--- config.mk ---
export PLATFORM = sky130hd
export DESIGN_NAME = lpt_port_regs
export DESIGN_NICKNAME = d
export VERILOG_FILES = /design/src/rtl/lpt_pkg.sv /design/src/rtl/lpt_sync.sv /design/src/rtl/lpt_status_map.sv /design/src/rtl/lpt_ctl_lines.sv /design/src/rtl/lpt_port_regs.sv
export SDC_FILE = /design/constraint.sdc
export NUM_CORES = 1
export LEC_CHECK = 0
export BUFFER_PORTS_ARGS = -buffer_cell sky130_fd_sc_hd__buf_2
export CORE_MARGIN = 2
export CORE_UTILIZATION = 49
export CTS_CLUSTER_DIAMETER = 80
export DETAILED_ROUTE_END_ITERATION = 12
export PLACE_DENSITY = 0.87
export RECOVER_POWER = 25
export SLEW_MARGIN = 10
export SYNTH_ARGS = -nofsm -noshare
export SYNTH_HDL_FRONTEND = slang
export SYNTH_SLANG_ARGS = --single-unit
--- constraint.sdc ---
create_clock -name clk_i -period 1.1 [get_ports clk_i]
set_input_delay 0.22 -clock clk_i [delete_from_list [all_inputs] [get_ports clk_i]]
set_output_delay 0.22 -clock clk_i [all_outputs]
set_load 0.01 [all_outputs]
--- src/rtl/lpt_pkg.sv ---
package lpt_pkg;
  localparam int unsigned DW      = 8;
  localparam int unsigned AW      = 2;
  localparam int unsigned N_SENSE = 5;
  localparam int unsigned N_CTL   = 4;

  localparam logic [AW-1:0] OFF_DATA = 2'd0;
  localparam logic [AW-1:0] OFF_STAT = 2'd1;
  localparam logic [AW-1:0] OFF_CTRL = 2'd2;

  // control lines whose register bit is the inverse of the pin level
  localparam logic [N_CTL-1:0] CTL_INV = 4'b1011;
  localparam int unsigned      IEN_BIT = N_CTL;
  localparam int unsigned      ACK_IDX = 3;
  localparam int unsigned      BSY_IDX = 4;
endpackage

--- src/rtl/lpt_sync.sv ---
module lpt_sync #(
  parameter int unsigned W = 1
) (
  input  logic         clk_i,
  input  logic         rst_ni,
  input  logic [W-1:0] d_i,
  output logic [W-1:0] q_o
);
  logic [W-1:0] s1_q, s2_q;

  always_ff @(posedge clk_i or negedge rst_ni) begin
    if (!rst_ni) begin
      s1_q <= '0;
      s2_q <= '0;
    end else begin
      s1_q <= d_i;
      s2_q <= s1_q;
    end
  end

  assign q_o = s2_q;
endmodule

--- src/rtl/lpt_status_map.sv ---
module lpt_status_map
  import lpt_pkg::*;
(
  input  logic [N_SENSE-1:0] sense_s_i,
  output logic [DW-1:0]      status_o
);
  localparam int unsigned LOW_RSV = DW - N_SENSE;

  always_comb begin
    status_o = '0;
    for (int i = 0; i < N_SENSE; i++) begin
      status_o[LOW_RSV + i] = (i == BSY_IDX) ? ~sense_s_i[i] : sense_s_i[i];
    end
  end
endmodule

--- src/rtl/lpt_ctl_lines.sv ---
module lpt_ctl_lines
  import lpt_pkg::*;
(
  input  logic [N_CTL-1:0] ctl_bits_i,
  input  logic [N_CTL-1:0] ext_s_i,
  output logic [N_CTL-1:0] drive_o,
  output logic [N_CTL-1:0] readback_o
);
  logic [N_CTL-1:0] line_lvl;

  for (genvar g = 0; g < N_CTL; g++) begin : g_line
    if (CTL_INV[g]) begin : g_inv
      assign drive_o[g]    = ~ctl_bits_i[g];
      assign readback_o[g] = ~line_lvl[g];
    end else begin : g_dir
      assign drive_o[g]    = ctl_bits_i[g];
      assign readback_o[g] = line_lvl[g];
    end
    // open-collector: line is low if either side pulls it low
    assign line_lvl[g] = drive_o[g] & ext_s_i[g];
  end
endmodule

--- src/rtl/lpt_port_regs.sv ---
module lpt_port_regs
  import lpt_pkg::*;
(
  input  logic               clk_i,
  input  logic               rst_ni,
  input  logic [AW-1:0]      addr_i,
  input  logic               wr_i,
  input  logic               rd_i,
  input  logic [DW-1:0]      wdata_i,
  output logic [DW-1:0]      rdata_o,
  output logic [DW-1:0]      data_o,
  input  logic [N_SENSE-1:0] sense_i,
  output logic [N_CTL-1:0]   ctl_pin_o,
  input  logic [N_CTL-1:0]   ctl_ext_i,
  output logic               irq_o
);
  localparam int unsigned CW = N_CTL + 1;

  logic [DW-1:0]      data_q;
  logic [CW-1:0]      ctrl_q;
  logic [DW-1:0]      rdata_q;
  logic [N_SENSE-1:0] sense_s;
  logic [N_CTL-1:0]   ext_s;
  logic [N_CTL-1:0]   ctl_rb;
  logic [DW-1:0]      status;
  logic [DW-1:0]      rd_mux;

  lpt_sync #(.W(N_SENSE)) u_sync_sense (
    .clk_i(clk_i), .rst_ni(rst_ni), .d_i(sense_i), .q_o(sense_s)
  );

  lpt_sync #(.W(N_CTL)) u_sync_ext (
    .clk_i(clk_i), .rst_ni(rst_ni), .d_i(ctl_ext_i), .q_o(ext_s)
  );

  lpt_status_map u_status (
    .sense_s_i(sense_s), .status_o(status)
  );

  lpt_ctl_lines u_ctl (
    .ctl_bits_i(ctrl_q[N_CTL-1:0]),
    .ext_s_i   (ext_s),
    .drive_o   (ctl_pin_o),
    .readback_o(ctl_rb)
  );

  always_ff @(posedge clk_i or negedge rst_ni) begin
    if (!rst_ni) begin
      data_q <= '0;
      ctrl_q <= '0;
    end else if (wr_i) begin
      if (addr_i == OFF_DATA) data_q <= wdata_i;
      if (addr_i == OFF_CTRL) ctrl_q <= wdata_i[CW-1:0];
    end
  end

  always_comb begin
    rd_mux = '0;
    case (addr_i)
      OFF_DATA: rd_mux = data_q;
      OFF_STAT: rd_mux = status;
      OFF_CTRL: rd_mux = {{(DW-CW){1'b0}}, ctrl_q[IEN_BIT], ctl_rb};
      default:  rd_mux = '0;
    endcase
  end

  always_ff @(posedge clk_i or negedge rst_ni) begin
    if (!rst_ni)   rdata_q <= '0;
    else if (rd_i) rdata_q <= rd_mux;
  end

  assign rdata_o = rdata_q;
  assign data_o  = data_q;
  assign irq_o   = sense_s[ACK_IDX] & ctrl_q[IEN_BIT];


  data_hold_chk: assert property (@(posedge clk_i) disable iff (!rst_ni)
    !(wr_i && addr_i == OFF_DATA) |=> $stable(data_o));

  data_rd_chk: assert property (@(posedge clk_i) disable iff (!rst_ni)
    (rd_i && !wr_i && addr_i == OFF_DATA) |=> rdata_o == data_o);

  stat_rsv_chk: assert property (@(posedge clk_i) disable iff (!rst_ni)
    (rd_i && addr_i == OFF_STAT) |=> rdata_o[2:0] == 3'b000);

  ctl_drive_chk: assert property (@(posedge clk_i) disable iff (!rst_ni)
    (wr_i && addr_i == OFF_CTRL) |=> ctl_pin_o == ($past(wdata_i[N_CTL-1:0]) ^ CTL_INV));

  ctl_rsv_chk: assert property (@(posedge clk_i) disable iff (!rst_ni)
    (rd_i && addr_i == OFF_CTRL) |=> rdata_o[DW-1:CW] == '0);

  irq_gate_chk: assert property (@(posedge clk_i) disable iff (!rst_ni)
    (wr_i && addr_i == OFF_CTRL && !wdata_i[IEN_BIT]) |=> !irq_o);

  unused_rd_chk: assert property (@(posedge clk_i) disable iff (!rst_ni)
    (rd_i && addr_i == 2'd3) |=> rdata_o == '0);
endmodule

==> Word level (Yosys, flattened, before mapping) <==
Cells that the tools add are included.
{ "word_totals": {"ff_bits": 39, "latchBits": 0, "ramBits": 0, "rom_bits": 0, "output_inout_bits": 21, "elab_cells": 25, "n_memories": 0} }
{ "classes": {"add_sub_neg": 0, "mul": 0, "n_div": 0, "n_lt_le_gt_ge": 0, "eq_ne": 2, "shift": 0, "n_mux": 1, "bitwise": 12, "reduce_logical": 3} }
{ "ops": {"columns": ["operator", "n"], "rows": [
  ["8-bit one-hot mux with 3 select lines", 1],
  ["1-bit NOT", 7],
  ["1-bit AND", 5],
  ["2-bit AND reduction", 2],
  ["2-bit by 1-bit equality test with 1-bit output (second input constant)", 1],
  ["2-bit equality test (second input constant)", 1],
  ["2-bit logical NOT", 1]
]} }

==> Longest topological paths before layout <==
Gate-level depths: netlist of run 1.
{ "logic_depth": {"ltp_word": 4, "depth_mapped": 4, "ltp_nobuf": 3} }

==> Cells and area by module <==
A second synthesis of run 1 with hierarchy kept.
{ "hier_totals": {"cells_unflattened": 106, "hier_area_um2": 1516.5} }
{ "modules_own_cells": {"columns": ["mod", "instances", "cells_per_inst", "area_per_inst_um2"], "rows": [
  ["lpt_port_regs", 1, 71, 962.2],
  ["lpt_sync at u_sync_sense", 1, 10, 250.2],
  ["lpt_sync at u_sync_ext", 1, 8, 200.2],
  ["lpt_status_map", 1, 9, 60.1],
  ["lpt_ctl_lines", 1, 8, 43.8]
]} }

==> Worst setup path after synthesis of run 1 <==
Ideal clock, no wire load.
{ "synth_path": {"kind": "input to register", "startpoint": "input port addr_i[0]", "endpoint": "register data_q[0] (netlist: data_o[0])", "setup_ns": 0.125, "arrival_ns": 1.033, "t_required_ns": 0.975, "slack_ns": -0.058, "stages": 3, "cell_sequence": "buf_6 > nor3b_4 > mux2_2"} }
{ "synth_via": {"elab_chain_len": 2} }
{ "synth_rtl": {"columns": ["item", "line", "rtl"], "rows": [
  ["start, declared", "lpt_port_regs.sv:6", "input logic [AW-1:0] addr_i,"],
  ["2-bit logical NOT", "lpt_port_regs.sv:52", "if (addr_i == OFF_DATA) data_q <= wdata_i;"],
  ["2-bit AND reduction (no line)", null, null],
  ["end signal, assigned", "lpt_port_regs.sv:52", null],
  ["end, declared", "lpt_port_regs.sv:19", "logic [DW-1:0] data_q;"]
]} }
Every way passes these cells.
A chain may end at the register's enable or synchronous reset.

==> Final worst setup path of run 1 <==
{ "layout_path": {"startpoint": "register u_sync_sense.s2_q[3] (netlist: u_sync_sense.q_o[3])", "endpoint": "output port irq_o"} }
{ "layout_via": {"elab_chain_len": 1} }
{ "layout_rtl": {"columns": ["item", "line", "rtl"], "rows": [
  ["start, declared", "lpt_sync.sv:9", "logic [W-1:0] s1_q, s2_q;"],
  ["start signal, assigned", "lpt_sync.sv:17", "s2_q <= s1_q;"],
  ["1-bit AND", "lpt_port_regs.sv:74", "assign irq_o = sense_s[ACK_IDX] & ctrl_q[IEN_BIT];"],
  ["end, declared", "lpt_port_regs.sv:15", "output logic irq_o"]
]} }
Every way passes these cells.

==> results.json, run 1 <==
{
  "outcome": "complete, but fails checks",
  "failed_checks": "negative setup slack",
  "peakVddDrop_v": 0.00178,
  "critPathMaxFanout": 2,
  "finalCritPeriodShare_pct": 111,
  "synthFlopType": "dfrtp_1",
  "routed-via-count": 1026,
  "grtUsageTotal_pct": 18.7,
  "syn_to_final_growth_pct": 43.9,
  "numPortBuffers": 43,
  "clock_latency_ns": 0.33,
  "drtIter0Drc": 21,
  "worst_hold_path_type": "in2reg",
  "drc_errors": 0,
  "post-route-min-period_ns": 1.22,
  "worst_slack_ns": -0.116,
  "yosysWarnings": 0,
  "nets": 200,
  "grt_pass1_vias": 1044,
  "crit_chain": "and2_1 > buf_2",
  "slew_headroom_pct": 66.0,
  "final_util_pct": 74.1,
  "cap_violations": 0,
  "die_area_um2": 3320,
  "cp-end-kind": "primary output",
  "multiInputGateArea_um2": 360,
  "place_area_um2": 1710,
  "cp-start-kind": "register",
  "cts.sinks": 39,
  "fmax_mhz": 822,
  "antenna_found_initial": 0,
  "ff2ff_path_depth": 4,
  "grt_pass1_wl_mm": 4.55,
  "synth_cells": 95,
  "tightest_slew_ns": 0.510,
  "power.density_nw_per_um2": 1670,
  "ys_ff_latch": 39,
  "first_pass_iters": 4,
  "cts_resized": 0,
  "gp_congestion": 0.719,
  "dp_hpwl_mm": 2.03,
  "slew_viol_final": 0,
  "p_leak_nw": 1.03,
  "critPathBufInv": 1,
  "drive_gt1_share_pct": 51.7,
  "routed_wl_mm": 2.95,
  "path_class": "reg2out",
  "syn_area_um2": 1410,
  "report.power.total_mw": 3.38,
  "cts_tree": "built",
  "synth_nets": 118,
  "final_cell_area_um2": 2030,
  "initial_core_util_pct": 51.5,
  "synth_area_leaders": "dfrtp_1, mux2_2, mux2i_1, o22ai_1, inv_1",
  "h-tree-depth": 2,
  "grt_setup_unrepaired": "true",
  "coreArea_um2": 2730,
  "synth.top_cells.by_count": "dfrtp_1, mux2_2, inv_1",
  "ff_latch_area_um2": 976,
  "die-height_um": 57.6,
  "dp.cells": 172,
  "cp_slowest_cell": "dfrtp_1",
  "num_rows": 19,
  "grt_max_degree": 40,
  "wl_per_cell_um": 14.1,
  "synthMostInstantiatedCell": "dfrtp_1",
  "fill_cells": 170,
  "synth_edf_count": 0,
  "grt-ovfl-total": 0,
  "worstPathArrival_ns": 1.00,
  "antennaDiodeCount": 0,
  "pin_count": 44,
  "finalSetupViolations": 6,
  "worstSetupPathDepth": 2,
  "cts_buffer_depth": 2,
  "critPathRequiredTime_ns": 0.88,
  "clkTransAtPathRegs_ns": 0.11,
  "die_w_um": 57.6,
  "cts_buffers": 5,
  "path_delay_family": "flip-flops",
  "clockRootBuffer": "clkbuf_4",
  "slowest_delay_ns": 0.39,
  "syn_area_per_cell_um2": 14.8,
  "synth_top_area_share_pct": 69.3,
  "clock_skew_ns": 0.00710,
  "synth_area_leader_cell": "dfrtp_1",
  "place_ws_ns": -0.120,
  "synthArstFlopShare_pct": 100,
  "viasPerCell": 4.91,
  "holdPathStages": 2,
  "layout.cells.non_filler": 209,
  "synthDistinctLibCells": 17,
  "hold_viol": 0,
  "ys_seq_area_share_pct": 69.3,
  "ant_nets": 0
}
==> worst paths after layout <==
check	slack, ns	startpoint	endpoint
max	-0.12	u_sync_sense.q_o[3]	irq_o
min	0.12	wdata_i[7]	data_o[7]
max reg2reg	0.06	data_o[2]	rdata_o[2]
min reg2reg	0.35	u_sync_ext.s1_q[1]	u_sync_ext.q_o[1]
max in group asynchronous	0.26	rst_ni	u_sync_sense.q_o[1]
min in group asynchronous	0.49	rst_ni	u_sync_ext.q_o[1]
==> worst register-to-register path: stages (launching register included) <==
cell,delay (ns)
dfrtp_1,0.40
buf_4,0.14
nor2b_1,0.12
a31oi_1,0.17
o22ai_1,0.11
==> registers in the layout (all words and copies together) (netlist names) <==
register and flops:
u_sync_sense.s1_q 5, ctrl_q 5, u_sync_sense.q_o 5, u_sync_ext.q_o 4, data_o 8, u_sync_ext.s1_q 4
rdata_o 8
==> logic make-up (layout without fill, tap and decap cells) <==
group | Yosys count | in the layout | share of synthesized area (%)
AOI/OAI and AO/OA | 13 | 13 | 6.31
buffers and inverters | 15 | 98 | 5.07
and+or+nand+nor | 10 | 10 | 5.33
DFF | 39 | 39 | 69.3
muxes | 18 | 18 | 14.0
==> where the power goes <==
group / switching (mW) / internal, mW
sequential: 0.0828 / 1.59
clock: 0.422 / 0.537
combinational: 0.320 / 0.422
==> stage by stage <==
step / setup TNS, ns / hold slack [ns]
finish: -0.150 / 0.120
global route: -0.922 / 0.0996
CTS: -0.272 / 0.110
detailed placement: -1.19 / 0.199
global placement: -0.724 / 0.194
floorplan: -0.461 / -0.0756
==> layout make-up <==
| class | count | area share (%) |
|---|---|---|
| multi-input combinational | 41 | 17.8 |
| timing repair buffer | 79 | 25.8 |
| inverter | 11 | 2.04 |
| tap | 31 | 1.91 |
| clock inverter | 2 | 1.73 |
| clock buffer | 6 | 2.53 |
| sequential | 39 | 48.2 |
==> layout by cell type, fill, tap and decap left out, drive strengths merged <==
cell type	count
o22ai	8
mux2	13
and2	1
o21a	2
nand2	2
buf	68
clkbuf	7
mux2i	5
nand2b	3
nor3b	1
a31oi	1
bufinv	1
nand3b	1
dlygate4sd3	10
clkinv	1
dfrtp	39
nor2b	2
o221ai	2
inv	11
==> timing repair <==
item,CTS,global route
hold endpoints to repair,48,0
setup endpoints to repair,16,22
hold buffers,10,0
buffers inserted,14,5
==> layer usage <==
layer | track usage (%) | share of wire [%] | vias up
li1 | - | - | 486
met3 | 4.99 | 5.4 | 7
met1 | 22.8 | 40 | 495
met5 | 0 | 0 | -
met4 | 7.64 | 1.7 | 0
met2 | 31.5 | 53 | 38
No activity file was read; power rests on OpenSTA's default activity.
==> run 2, diff against run 1 <==
--- a/config.mk
+++ b/config.mk
@@ -6,8 +6,10 @@
 export NUM_CORES = 1
 export LEC_CHECK = 0
 export BUFFER_PORTS_ARGS = -buffer_cell sky130_fd_sc_hd__buf_2
+export CELL_PAD_IN_SITES_DETAIL_PLACEMENT = 0
+export CELL_PAD_IN_SITES_GLOBAL_PLACEMENT = 2
 export CORE_MARGIN = 2
-export CORE_UTILIZATION = 49
+export CORE_UTILIZATION = 33
 export CTS_CLUSTER_DIAMETER = 80
 export DETAILED_ROUTE_END_ITERATION = 12
 export PLACE_DENSITY = 0.87
==> run 2 against run 1 <==
Effect of this change: the flow still finishes with violations (negative setup slack); sequential share of layout area grew 4.5 points; worst setup slack gained 0.065 ns; critical path depth stayed put; critical path type unchanged; hold slack got worse by 0.082 ns; final cell count is 2.4% lower; count of clock-buffer cells in the layout grew 2; first-iteration DRC count grew to 3.4 times the previous value.
==> results.json, run 2 (synthesized netlist as in run 1, its figures left out) <==
{
  "ff2ff_path_depth": 3,
  "viasPerCell": 4.42,
  "path_delay_family": "flip-flops",
  "clkPwrFrac_pct": 31.4,
  "crit_chain": "and2_1 > buf_2",
  "clock_skew_ns": 0.00339,
  "cts_buffer_depth": 2,
  "drive_gt1_share_pct": 49.4,
  "grt_pass1_wl_mm": 4.77,
  "slowest_delay_ns": 0.37,
  "finalSetupTns_ns": -0.0512,
  "first_pass_iters": 6,
  "critPathMaxFanout": 2,
  "routed_wl_mm": 2.77,
  "outcome": "complete, but fails checks",
  "dp_hpwl_mm": 2.09,
  "initial_core_util_pct": 34.7,
  "grt_max_degree": 40,
  "grt-ovfl-total": 0,
  "holdWs_ns": 0.0384,
  "cts_tree": "built",
  "layout.cells.non_filler": 204,
  "worstSetupPathDepth": 2,
  "cts_buffers": 5,
  "die-height_um": 69.3,
  "cp-start-kind": "register",
  "die_area_um2": 4800,
  "antenna_found_initial": 0,
  "grtUsageTotal_pct": 12.8,
  "die_w_um": 69.3,
  "h-tree-depth": 2,
  "p_seq_share_pct": 51.8,
  "switching_power_mw": 0.803,
  "cp_slowest_cell": "dfrtp_1",
  "grt_setup_unrepaired": "true",
  "drc_errors": 0,
  "drtIter0Drc": 71,
  "worst_hold_path_type": "in2reg",
  "failed_checks": "negative setup slack",
  "cp-end-kind": "primary output",
  "wl_per_cell_um": 13.6,
  "slew_headroom_pct": 65.3,
  "holdPathStages": 1,
  "worst_slack_ns": -0.0512,
  "fmax_mhz": 869,
  "tightest_slew_ns": 0.521,
  "clock_latency_ns": 0.28,
  "hold_viol": 0,
  "finalSetupViolations": 1,
  "numPortBuffers": 43,
  "power.density_nw_per_um2": 1760,
  "critPathBufInv": 1,
  "cts.sinks": 39,
  "final_common_cell": "buf_2",
  "syn_to_final_growth_pct": 31.7,
  "finalCritPeriodShare_pct": 105,
  "dp.cells": 192,
  "grt_pass1_vias": 1009,
  "critPathRequiredTime_ns": 0.88,
  "peakVddDrop_v": 0.000826,
  "internal_power_mw": 2.45,
  "num_rows": 23,
  "slew_viol_final": 0,
  "p_leak_nw": 0.923,
  "routed-via-count": 901,
  "antennaDiodeCount": 0,
  "swShare_pct": 24.7,
  "gp_congestion": 0.737,
  "ant_nets": 0,
  "report.power.total_mw": 3.26,
  "clockRootBuffer": "clkbuf_8",
  "combPwrFrac_pct": 16.8,
  "post-route-min-period_ns": 1.15,
  "path_class": "reg2out",
  "final_util_pct": 45.7,
  "coreArea_um2": 4060,
  "worstPathArrival_ns": 0.93,
  "most-common-layout-cells": "buf_2, dfrtp_1, mux2_2",
  "nets": 176,
  "clkTransAtPathRegs_ns": 0.07,
  "cap_violations": 0,
  "pin_count": 44
}
==> run 2: metal layers <==
metal / up-vias / share of wire, % / GRT usage (%)
met5: - / 0 / 0
met1: 431 / 42 / 15.4
met4: 0 / 0.97 / 4.58
met3: 3 / 6.7 / 5.09
met2: 31 / 50 / 20.9
li1: 436 / - / -
==> run 2: power by group through the flow <==
stage | sequential, mW | clock (mW) | combinational (mW)
floorplan | 1.74 | 0 | 0.233
global placement | 1.71 | 0 | 0.513
detailed placement | 1.72 | 0 | 0.529
CTS | 1.69 | 1.06 | 0.548
global route | 1.71 | 1.12 | 0.606
finish | 1.69 | 1.02 | 0.547
==> run 2: timing repair <==
item                                    4_1_cts  5_1_grt
pin swaps                                     1        1
endpoints found under the hold margin        39        0
hold buffers                                  1        0
gates resized for setup                       0        1
endpoints found under the setup margin        1        5
setup buffers                                 2        1
==> run 2: path summary, 6_finish.rpt <==
check                                       end                 start  slack, ns
setup / recovery                          irq_o   u_sync_sense.q_o[3]      -0.05
hold / removal             u_sync_sense.s1_q[2]            sense_i[2]       0.04
setup reg to reg                     rdata_o[2]             data_o[2]       0.13
hold reg to reg             u_sync_sense.q_o[3]  u_sync_sense.s1_q[3]       0.35
max in group asynchronous            rdata_o[4]                rst_ni       0.18
min in group asynchronous             ctrl_q[4]                rst_ni       0.55
==> run 2: final cells by class <==
class	count	area, um2
Fill cell	378	2200
Inverter	11	41.3
Sequential cell	39	976
Timing Repair Buffer	55	314
Tap cell	50	62.6
Clock buffer	8	100
Multi-Input combinational cell	41	360
==> run 2: per-stage QoR <==
stage | cell area [um2] | worst slack [ns]
final | 1850 | -0.0512
after global routing | 1850 | -0.0978
after CTS | 1850 | -0.0619
after detailed placement | 1730 | -0.0702
after global placement | 1730 | -0.0636
after floorplan | 1410 | -0.0576
